**src/rtl/eeprom_wr_pkg.sv**
```systemverilog
package eeprom_wr_pkg;

    localparam int BYTE_W = 8;
    localparam logic [3:0] DEV_CODE = 4'b1010;

    typedef enum logic [2:0] {
        ST_IDLE,
        ST_CTRL,
        ST_CTRL_ACK,
        ST_ADDR,
        ST_ADDR_ACK,
        ST_DATA,
        ST_DATA_ACK,
        ST_SKIP
    } wr_state_e;

endpackage

```
**src/rtl/eeprom_bus_sync.sv**
```systemverilog
module eeprom_bus_sync #(
    parameter int SYNC_N = 2
) (
    input  logic clk,
    input  logic rst_n,
    input  logic scl_raw,
    input  logic sda_raw,
    output logic scl_s,
    output logic sda_s,
    output logic scl_rise,
    output logic scl_fall,
    output logic start_det,
    output logic stop_det
);

    logic [SYNC_N-1:0] scl_ff;
    logic [SYNC_N-1:0] sda_ff;
    logic              scl_q;
    logic              sda_q;

    always_ff @(posedge clk or negedge rst_n) begin
        if (!rst_n) begin
            scl_ff <= '1;
            sda_ff <= '1;
            scl_q  <= 1'b1;
            sda_q  <= 1'b1;
        end else begin
            scl_ff <= {scl_ff[SYNC_N-2:0], scl_raw};
            sda_ff <= {sda_ff[SYNC_N-2:0], sda_raw};
            scl_q  <= scl_ff[SYNC_N-1];
            sda_q  <= sda_ff[SYNC_N-1];
        end
    end

    assign scl_s     = scl_ff[SYNC_N-1];
    assign sda_s     = sda_ff[SYNC_N-1];
    assign scl_rise  = scl_s & ~scl_q;
    assign scl_fall  = ~scl_s & scl_q;
    // SCL high on both samples; only SDA moved
    assign start_det = scl_s & scl_q & sda_q & ~sda_s;
    assign stop_det  = scl_s & scl_q & ~sda_q & sda_s;

endmodule

```
**src/rtl/eeprom_wr_fsm.sv**
```systemverilog
module eeprom_wr_fsm
    import eeprom_wr_pkg::*;
#(
    parameter bit CHECK_CS = 1'b1
) (
    input  logic              clk,
    input  logic              rst_n,
    input  logic              scl_rise,
    input  logic              scl_fall,
    input  logic              start_det,
    input  logic              stop_det,
    input  logic              sda_s,
    input  logic [2:0]        cs_pins,
    input  logic              busy,
    output logic              sda_oe,
    output logic              addr_ld,
    output logic              data_wr,
    output logic              buf_clr,
    output logic              commit,
    output logic [BYTE_W-1:0] rx_byte,
    output wr_state_e         st
);

    localparam int CNT_W = $clog2(BYTE_W + 1);
    localparam logic [CNT_W-1:0] FULL = CNT_W'(BYTE_W);

    wr_state_e        st_nx;
    logic [CNT_W-1:0] bit_cnt;
    logic [BYTE_W-1:0] shreg;
    logic             cs_ok;
    logic             ctrl_ok;
    logic             byte_end;
    logic             rx_st;
    logic             ack_st;

    generate
        if (CHECK_CS) begin : g_cs_cmp
            assign cs_ok = (shreg[3:1] == cs_pins);
        end else begin : g_cs_any
            assign cs_ok = 1'b1;
        end
    endgenerate

    assign ctrl_ok  = (shreg[7:4] == DEV_CODE) && !shreg[0] && cs_ok && !busy;
    assign byte_end = scl_fall && (bit_cnt == FULL);
    assign rx_st    = (st == ST_CTRL) || (st == ST_ADDR) || (st == ST_DATA);
    assign ack_st   = (st == ST_CTRL_ACK) || (st == ST_ADDR_ACK) || (st == ST_DATA_ACK);
    assign rx_byte  = shreg;

    // state register
    always_ff @(posedge clk or negedge rst_n) begin
        if (!rst_n) st <= ST_IDLE;
        else        st <= st_nx;
    end

    // next state
    always_comb begin
        st_nx = st;
        if (start_det) begin
            st_nx = ST_CTRL;
        end else if (stop_det) begin
            st_nx = ST_IDLE;
        end else begin
            unique case (st)
                ST_IDLE:     st_nx = ST_IDLE;
                ST_SKIP:     st_nx = ST_SKIP;
                ST_CTRL:     if (byte_end) st_nx = ctrl_ok ? ST_CTRL_ACK : ST_SKIP;
                ST_ADDR:     if (byte_end) st_nx = ST_ADDR_ACK;
                ST_DATA:     if (byte_end) st_nx = ST_DATA_ACK;
                ST_CTRL_ACK: if (scl_fall) st_nx = ST_ADDR;
                ST_ADDR_ACK: if (scl_fall) st_nx = ST_DATA;
                ST_DATA_ACK: if (scl_fall) st_nx = ST_DATA;
                default:     st_nx = ST_IDLE;
            endcase
        end
    end

    // bit shifter and counter
    always_ff @(posedge clk or negedge rst_n) begin
        if (!rst_n) begin
            bit_cnt <= '0;
            shreg   <= '0;
        end else if (start_det) begin
            bit_cnt <= '0;
        end else if (rx_st && scl_rise && (bit_cnt != FULL)) begin
            shreg   <= {shreg[BYTE_W-2:0], sda_s};
            bit_cnt <= bit_cnt + 1'b1;
        end else if (ack_st && scl_fall) begin
            bit_cnt <= '0;
        end
    end

    // outputs
    always_comb begin
        sda_oe  = ack_st;
        buf_clr = start_det;
        addr_ld = (st == ST_ADDR) && byte_end && !start_det && !stop_det;
        data_wr = (st == ST_DATA) && byte_end && !start_det && !stop_det;
        commit  = stop_det && ((st == ST_DATA) || (st == ST_DATA_ACK));
    end

endmodule

```
**src/rtl/eeprom_page_buf.sv**
```systemverilog
module eeprom_page_buf
    import eeprom_wr_pkg::*;
#(
    parameter int ADDR_W    = 8,
    parameter int PAGE_W    = 3,
    parameter int WR_CYCLES = 400
) (
    input  logic                     clk,
    input  logic                     rst_n,
    input  logic [BYTE_W-1:0]        rx_byte,
    input  logic                     addr_ld,
    input  logic                     data_wr,
    input  logic                     buf_clr,
    input  logic                     commit,
    output logic                     busy,
    output logic                     mem_we,
    output logic [ADDR_W-1:0]        mem_waddr,
    output logic [BYTE_W-1:0]        mem_wdata,
    output logic [ADDR_W-PAGE_W-1:0] cur_page
);

    localparam int PAGE  = 1 << PAGE_W;
    localparam int PG_W  = ADDR_W - PAGE_W;
    localparam int CYC_W = $clog2(WR_CYCLES + 1);

    logic [PG_W-1:0]   pg_q;
    logic [PAGE_W-1:0] off_q;
    logic [BYTE_W-1:0] pbuf [PAGE];
    logic [PAGE-1:0]   vmask;
    logic [PAGE-1:0]   cmask;
    logic [PG_W-1:0]   cpage;
    logic [CYC_W-1:0]  cyc;
    logic [PAGE_W-1:0] idx;

    assign cur_page = pg_q;

    // address pointer: page part frozen while data streams in
    always_ff @(posedge clk or negedge rst_n) begin
        if (!rst_n) begin
            pg_q  <= '0;
            off_q <= '0;
        end else if (addr_ld) begin
            pg_q  <= rx_byte[ADDR_W-1:PAGE_W];
            off_q <= rx_byte[PAGE_W-1:0];
        end else if (data_wr) begin
            off_q <= off_q + 1'b1;
        end
    end

    // page storage with a received-location mask
    always_ff @(posedge clk or negedge rst_n) begin
        if (!rst_n) begin
            vmask <= '0;
            for (int i = 0; i < PAGE; i++) pbuf[i] <= '0;
        end else if (buf_clr || commit) begin
            vmask <= '0;
        end else if (data_wr) begin
            pbuf[off_q]  <= rx_byte;
            vmask[off_q] <= 1'b1;
        end
    end

    // write cycle sequencer: one page slot per clock, then idle out the rest
    always_ff @(posedge clk or negedge rst_n) begin
        if (!rst_n) begin
            busy  <= 1'b0;
            cyc   <= '0;
            cmask <= '0;
            cpage <= '0;
        end else if (!busy) begin
            if (commit && (vmask != '0)) begin
                busy  <= 1'b1;
                cyc   <= '0;
                cmask <= vmask;
                cpage <= pg_q;
            end
        end else begin
            cyc <= cyc + 1'b1;
            if (cyc == CYC_W'(WR_CYCLES - 1)) busy <= 1'b0;
        end
    end

    assign idx       = cyc[PAGE_W-1:0];
    assign mem_we    = busy && (cyc < CYC_W'(PAGE)) && cmask[idx];
    assign mem_waddr = {cpage, idx};
    assign mem_wdata = pbuf[idx];

endmodule

```
**src/rtl/eeprom_mem_array.sv**
```systemverilog
module eeprom_mem_array
    import eeprom_wr_pkg::*;
#(
    parameter int ADDR_W = 8
) (
    input  logic              clk,
    input  logic              rst_n,
    input  logic              we,
    input  logic [ADDR_W-1:0] waddr,
    input  logic [BYTE_W-1:0] wdata,
    input  logic [ADDR_W-1:0] raddr,
    output logic [BYTE_W-1:0] rdata
);

    localparam int DEPTH = 1 << ADDR_W;

    logic [BYTE_W-1:0] mem [DEPTH];
    logic              wr_ok;

    // top half of the address space is locked
    assign wr_ok = we && !waddr[ADDR_W-1];

    always_ff @(posedge clk or negedge rst_n) begin
        if (!rst_n) begin
            for (int i = 0; i < DEPTH; i++) mem[i] <= '0;
        end else if (wr_ok) begin
            mem[waddr] <= wdata;
        end
    end

    assign rdata = mem[raddr];

endmodule

```
**src/rtl/eeprom_wr_slave.sv**
```systemverilog
module eeprom_wr_slave
    import eeprom_wr_pkg::*;
#(
    parameter int ADDR_W    = 8,
    parameter int PAGE_W    = 3,
    parameter int WR_CYCLES = 400,
    parameter bit CHECK_CS  = 1'b1
) (
    input  logic              clk,
    input  logic              rst_n,
    input  logic              scl_i,
    input  logic              sda_i,
    output logic              sda_pull,
    input  logic [2:0]        chip_sel,
    input  logic [ADDR_W-1:0] rd_addr,
    output logic [7:0]        rd_data
);

    logic              scl_s, sda_s, scl_rise, scl_fall, start_det, stop_det;
    logic              addr_ld, data_wr, buf_clr, commit, busy, mem_we;
    logic [BYTE_W-1:0] rx_byte, mem_wdata;
    logic [ADDR_W-1:0] mem_waddr;
    logic [ADDR_W-PAGE_W-1:0] cur_page;
    wr_state_e         wr_st;

    eeprom_bus_sync #(.SYNC_N(2)) u_sync (
        .clk(clk), .rst_n(rst_n), .scl_raw(scl_i), .sda_raw(sda_i),
        .scl_s(scl_s), .sda_s(sda_s), .scl_rise(scl_rise), .scl_fall(scl_fall),
        .start_det(start_det), .stop_det(stop_det)
    );

    eeprom_wr_fsm #(.CHECK_CS(CHECK_CS)) u_fsm (
        .clk(clk), .rst_n(rst_n), .scl_rise(scl_rise), .scl_fall(scl_fall),
        .start_det(start_det), .stop_det(stop_det), .sda_s(sda_s),
        .cs_pins(chip_sel), .busy(busy), .sda_oe(sda_pull), .addr_ld(addr_ld),
        .data_wr(data_wr), .buf_clr(buf_clr), .commit(commit),
        .rx_byte(rx_byte), .st(wr_st)
    );

    eeprom_page_buf #(.ADDR_W(ADDR_W), .PAGE_W(PAGE_W), .WR_CYCLES(WR_CYCLES)) u_buf (
        .clk(clk), .rst_n(rst_n), .rx_byte(rx_byte), .addr_ld(addr_ld),
        .data_wr(data_wr), .buf_clr(buf_clr), .commit(commit), .busy(busy),
        .mem_we(mem_we), .mem_waddr(mem_waddr), .mem_wdata(mem_wdata),
        .cur_page(cur_page)
    );

    eeprom_mem_array #(.ADDR_W(ADDR_W)) u_mem (
        .clk(clk), .rst_n(rst_n), .we(mem_we), .waddr(mem_waddr),
        .wdata(mem_wdata), .raddr(rd_addr), .rdata(rd_data)
    );

endmodule

```
**config.mk**
```make
export PLATFORM = sky130hd
export DESIGN_NAME = eeprom_wr_slave
export DESIGN_NICKNAME = d
export VERILOG_FILES = /design/src/rtl/eeprom_wr_pkg.sv /design/src/rtl/eeprom_bus_sync.sv /design/src/rtl/eeprom_wr_fsm.sv /design/src/rtl/eeprom_page_buf.sv /design/src/rtl/eeprom_mem_array.sv /design/src/rtl/eeprom_wr_slave.sv
export SDC_FILE = /design/constraint.sdc
export NUM_CORES = 2
export LEC_CHECK = 0
export BUFFER_PORTS_ARGS = -buffer_cell sky130_fd_sc_hd__buf_2
export CORE_ASPECT_RATIO = 1.2
export CORE_MARGIN = 2
export CORE_UTILIZATION = 55
export CTS_CLUSTER_SIZE = 16
export DETAILED_ROUTE_END_ITERATION = 16
export HOLD_SLACK_MARGIN = 0.02
export PLACE_DENSITY_LB_ADDON = 0.15
export SLEW_MARGIN = 15
export SYNTH_ARGS = -nofsm -noshare
export SYNTH_HDL_FRONTEND = slang
export SYNTH_HIERARCHICAL = 1
export SYNTH_SLANG_ARGS = --single-unit
```
**constraint.sdc**
```tcl
create_clock -name clk -period 5.25 [get_ports clk]
set_clock_uncertainty 0.05 [all_clocks]
set_input_delay 0.525 -clock clk [delete_from_list [all_inputs] [get_ports clk]]
set_output_delay 0.525 -clock clk [all_outputs]
set_load 0.05 [all_outputs]
```
; Word-level counts from Yosys, hierarchy flattened
; Cells that the tools add are included.
[word_totals]
reg_bits = 2172
in_bits = 15
out_inout_bits = 9
elab_cells = 407
[op_classes]
n_addsub = 3
magnitude_cmp = 10
n_eq_ne = 17
n_mux = 37
bitwise = 19
n_reduce_logical = 43
[op_table]
columns = cell, count
row1 = bitwise mux 2048 bit, 1
row2 = binary-select mux 8 bit (select 8 bit), 1
row3 = bitwise mux 64 bit, 1
row4 = demux 8 bit (select 8 bit), 1
row5 = two-way mux 8 bit, 8
row6 = two-way mux 3 bit, 10
row7 = binary-select mux 8 bit (select 3 bit), 1
row8 = demux 8 bit (select 3 bit), 1
row9 = logical AND 1 bit, 21
row10 = one-hot mux 3 bit (7 select lines), 1
row11 = "inequality test 4 x 1 -> 1 bit, second input constant", 5
row12 = "greater-or-equal comparator 9 bit, second input constant", 2
row13 = two-way mux 9 bit, 2
row14 = inverter 8 -> 9 bit, 2
row15 = "== test 3 bit, second input constant", 4
row16 = two-way mux 4 bit, 3
row17 = "adder 9 x 1 -> 9 bit, second input constant", 1
row18 = "== test 9 bit, second input constant", 1
row19 = "< comparator 9 x 1 -> 1 bit, second input constant", 1
row20 = "< comparator 9 x 4 -> 1 bit, second input constant", 1
row21 = "== test 4 bit, second input constant", 2
row22 = "greater-or-equal comparator 4 bit, second input constant", 2
row23 = "< comparator 3 x 4 -> 1 bit, second input constant", 2
row24 = inverter 3 -> 4 bit, 2
row25 = 23 further kinds, 53

; Longest topological paths before layout
[depth]
ltp_word = 9
depth_mapped = 11
ltp_nobuf = 8

; By module
; Netlist, hierarchy kept.
[modules_own_cells]
columns = mod, n_inst, cells_each, area_per_inst_um2, seq_area_each_um2
row1 = eeprom_mem_array, 1, 5730, 84442.2, 51249.2
row2 = eeprom_page_buf, 1, 329, 4611.9, 2577.5
row3 = eeprom_wr_fsm, 1, 84, 910.9, 375.4
row4 = eeprom_bus_sync, 1, 10, 190.2, 157.7

; Worst setup path after synthesis
; No wires, ideal clock.
[synth_timing]
kind = input to output
startpoint = input port rd_addr[0]
endpoint = output port rd_data[1]
t_arrival_ps = 3349
t_required_ps = 4675
slack_ps = 1326
cell_stages = 10
path_buffers = 4
path_cell_list = buf_6 -> buf_12 -> buf_12 -> buf_12 -> mux2i_1 -> o221ai_1 -> a21oi_1 -> o32ai_1 -> nor3_1 -> nor4_1
[synth_via]
elab_chain_len = 4
[synth_rtl]
columns = element, line_no
row1 = "start, declared", eeprom_wr_slave.sv:15  ; input logic [ADDR_W-1:0] rd_addr,
row2 = inverter 8 -> 9 bit (not written as such), eeprom_mem_array.sv:31  ; assign rdata = mem[raddr];
row3 = binary-select mux 8 bit (select 8 bit), eeprom_mem_array.sv:31
row4 = two-way mux 8 bit (not written as such) (2 in a row), eeprom_mem_array.sv:31
row5 = "end, declared", eeprom_wr_slave.sv:16  ; output logic [7:0] rd_data
; No other way between the ends. The select of a mux whose other input is x is not followed.

; Worst setup path after layout
[layout_timing]
startpoint = input port rd_addr[0]
endpoint = output port rd_data[3]
; Same word-level chain as after synthesis.

==> flow_summary_export.csv <==
group,metric,value,unit
final_layout,drive_gt1_share,41.4,%
final_layout,nets,5216,
routing,drtIter0Drc,2937,
logic_synthesis,syn-cell-area,0.0902,mm2
pwr,intPower,26.5,mW
global_route,grt_pass1_vias,48700,
worst_setup_path,crit_family,"buffers and inverters",
logic_synthesis,synth_common_cells,"dfrtp_1 (2166), clkbuf_1 (1223), mux2_2 (1112), mux4_2 (460), nand2_1 (203)",
pwr,finalPower,34.0,mW
sta,hold_ws,143,ps
clock_tree,numClockSinks,2172,
logic_synthesis,syn_nets,6172,
pwr,peakVddDrop,291,uV
sta,fmax,202,MHz
job,max_cap_viol_count,0,
routing,dr_total_vias,44600,
pwr,power.density,353,mW/mm2
sta,tightestPinTransition,1210,ps
placement,port_buffers,23,
sta,drv_slew,0,
routing,drc,0,
clock_tree,cts_buffers,209,
worst_setup_path,arrival,4380,ps
pwr,p_comb_share,3.8,%
worst_setup_path,critPathKind,"in -> out",
worst_setup_path,worstSetupEndpointType,"output pin",
die,die_area,0.167,mm2
placement,post-dp-hpwl,123000,um
pwr,pwr-share-clk,46.5,%
logic_synthesis,syn_avg_cell_area,14.7,um2
min_path,hold_class,"in -> reg",
worst_setup_path,cp_slowest_stage_delay,850,ps
worst_setup_path,critPathBufInv,5,
logic_synthesis,synth.top_cells.by_area,"dfrtp_1 (60%), mux2_2 (14%), mux4_2 (11%)",
die,core_area,0.163,mm2
pwr,netSwitchingFraction,22.2,%
global_route,grt_max_degree,181,
logic_synthesis,yosysMostFrequentCell,"dfrtp_1",
logic_synthesis,yosys.area.top_type,"dfrtp_1",
sta,rsz0062_at_grt,"false",
clock_tree,cts_tree,"done",
routing,firstDrtPassIters,5,
routing,antenna_left,0,
sta,slew-limit-headroom,18.8,%
clock_tree,htree_num_levels,4,
logic_synthesis,synth_edf_count,0,
worst_setup_path,cp_slowest_cell,"o32ai_1",
worst_setup_path,startpoint_type,"input pin",
worst_setup_path,cp_cell_sequence,"buf_8 > buf_12 > buf_4 > mux4_2 > a22o_1 > a221oi_1 > o22ai_1 > o32ai_1 > buf_4 > nor3_2 > buf_2",
sta,setup_tns,0,ps
die,num_rows,162,
sta,finalCriticalPeriod,4960,ps
pwr,power_frac_seq,49.7,%
clock_tree,clkLatencyLatePin,830,ps
final_layout,fillers,12100,
clock_tree,cts-resized-gates,0,
die,die-height,448,um
worst_setup_path,cpMostUsedCell,"buf_4",
logic_synthesis,ys.warnings.count,6,
die,start_util,55.5,%
logic_synthesis,async_flop_share,100,%
logic_synthesis,synth-seq-cells,2172,
routing,routedWlPerCell,25.9,um
clock_tree,clockBufferDepth,3,
global_route,antenna_found_initial,4,
worst_setup_path,crit_fanout,48,
clock_tree,clk_pin_slew_worst_paths,60,ps
routing,viasPerCell,5.94,
routing,detail_route.wirelength,195000,um
logic_synthesis,yosys_most_used_dff,"dfrtp_1",
sta,fin_crit_sh,94.4,%
logic_synthesis,netlist_instances,6153,
outcome,status,"complete, no violations",
logic_synthesis,ys_types,77,
worst_setup_path,required,4680,ps
global_route,overflow,0,
logic_synthesis,synth_top_area_share,60.1,%
sta,setup_violations,0,
global_route,grt_usage,24.1,%
clock_tree,clk_root_buffer_cell,"clkbuf_16",
logic_synthesis,seq_area_frac_synth,60.3,%
sta,setup_slack,293,ps
pwr,p_switching,7.54,mW
sta,final_hold_viol_count,0,
global_route,grt_pass1_wl,307000,um
worst_setup_path,ff2ff_setup_slack,1270,ps
final_layout,area_delta_synth_final,7.00,%
placement,gp_congestion,0.811,
pwr,p_leak,46.3,nW
die,boundaryPins,24,
placement,pre_cts_ws,219,ps
die,dieWidth,374,um
## placed cells by master, fill, tap and decap left out, types with 9 or more instances in the layout
cell and instances:
a21oi_1 103, a221oi_1 37, a22o_1 40, a22oi_1 110
buf_12 39, buf_2 19, buf_4 139, bufinv_16 23
clkbuf_1 44, clkbuf_16 209, clkbuf_8 56, clkinv_2 37
dfrtp_1 2165, inv_1 11, mux2_2 1112, mux2i_1 119
mux4_2 460, nand2_1 195, nand2b_1 21, nor2_1 30
nor2_2 28, nor2b_1 9, nor3_1 35, nor3_2 10
nor4_2 11, o21ai_0 33, o221ai_1 43, o22ai_1 35
o32ai_1 15, or2_2 12
## cell families (layout without fill, tap and decap cells)
kind of cell	Yosys count	count (layout)	share of synthesized area, %
DFF	2172	2172	60.3
and+or+nand+nor	425	425	2.45
buffers and inverters	1382	606	6.50
muxes	1701	1701	26.9
xor gates and xnor gates	6	6	0.0583
other	0	1	0
AOI/OAI and AO/OA	462	462	3.69
adders and majority gates	5	5	0.0666
## flip-flops by register name (all words and copies together), names as in the netlist
register,count
u_buf/vmask,8
u_fsm/st,3
u_sync/scl_ff,2
u_buf/cpage,5
u_sync/sda_ff,2
u_mem/mem,2048
u_fsm/bit_cnt,4
u_buf/pbuf,64
u_buf/cur_page,5
u_buf/off_q,3
u_fsm/rx_byte,8
u_sync/scl_q,1
u_buf/busy,1
u_buf/cyc,9
u_buf/cmask,8
u_sync/sda_q,1
## layout make-up
class | count | area, um2 | share of cell area, %
Antenna cell | 1 | 2.50 | 0.00259
Clock buffer | 309 | 6170 | 6.39
Clock inverter | 82 | 1180 | 1.23
Inverter | 13 | 48.8 | 0.0506
Multi-Input combinational cell | 2599 | 30100 | 31.2
Sequential cell | 2172 | 54400 | 56.4
Tap cell | 2132 | 2670 | 2.77
Timing Repair Buffer | 202 | 1980 | 2.05
## power by group through the flow
stage               Clock [mW]  Sequential (mW)  Combinational [mW]
finish                    15.8             16.9                1.29
CTS                       16.2             16.9                1.33
detailed placement           0             17.2                1.32
global route              16.9             16.9                1.42
floorplan                    0             17.2               0.675
global placement             0             17.2                1.31
## layer usage
layer / vias to the layer above / GRT usage, % / wire length (um)
met5: - / 0 / 20
met4: 4 / 6.47 / 4480
met1: 24000 / 35.0 / 88100
li1: 19400 / - / -
met2: 835 / 38.4 / 94400
met3: 286 / 3.65 / 7800
## worst paths after layout
kind                       cells after the start               end             start
min reg2reg                                    0  u_sync/sda_ff[1]  u_sync/sda_ff[0]
max in group asynchronous                      4    u_mem/mem[885]             rst_n
max reg2reg                                    7   u_mem/mem[1093]        u_buf/busy
min                                            5       u_fsm/st[0]       chip_sel[0]
max                                           11        rd_data[3]        rd_addr[0]
min in group asynchronous                      2    u_mem/mem[115]             rst_n
## stage by stage
stage               cells  instance area (um2)  utilization (%)
floorplan            6153                90200                -
global placement     7115                89100             54.8
detailed placement   7115                89100             54.8
CTS                  7509                96500             59.3
global route         7510                96500             59.3
finish               7510                96500             59.3
## worst min-delay path: cells and delay by family
kind / cells / cell delay, ps
AOI/OAI and AO/OA: 2 / 200
xor gates and xnor gates: 1 / 60
buffers and inverters: 1 / 90
and+or+nand+nor: 1 / 90
## timing repair
action	CTS	global route
endpoints found under the hold margin	81	0
buffers inserted	0	0
hold buffers	3	0
(Power assumes the default switching activity.)
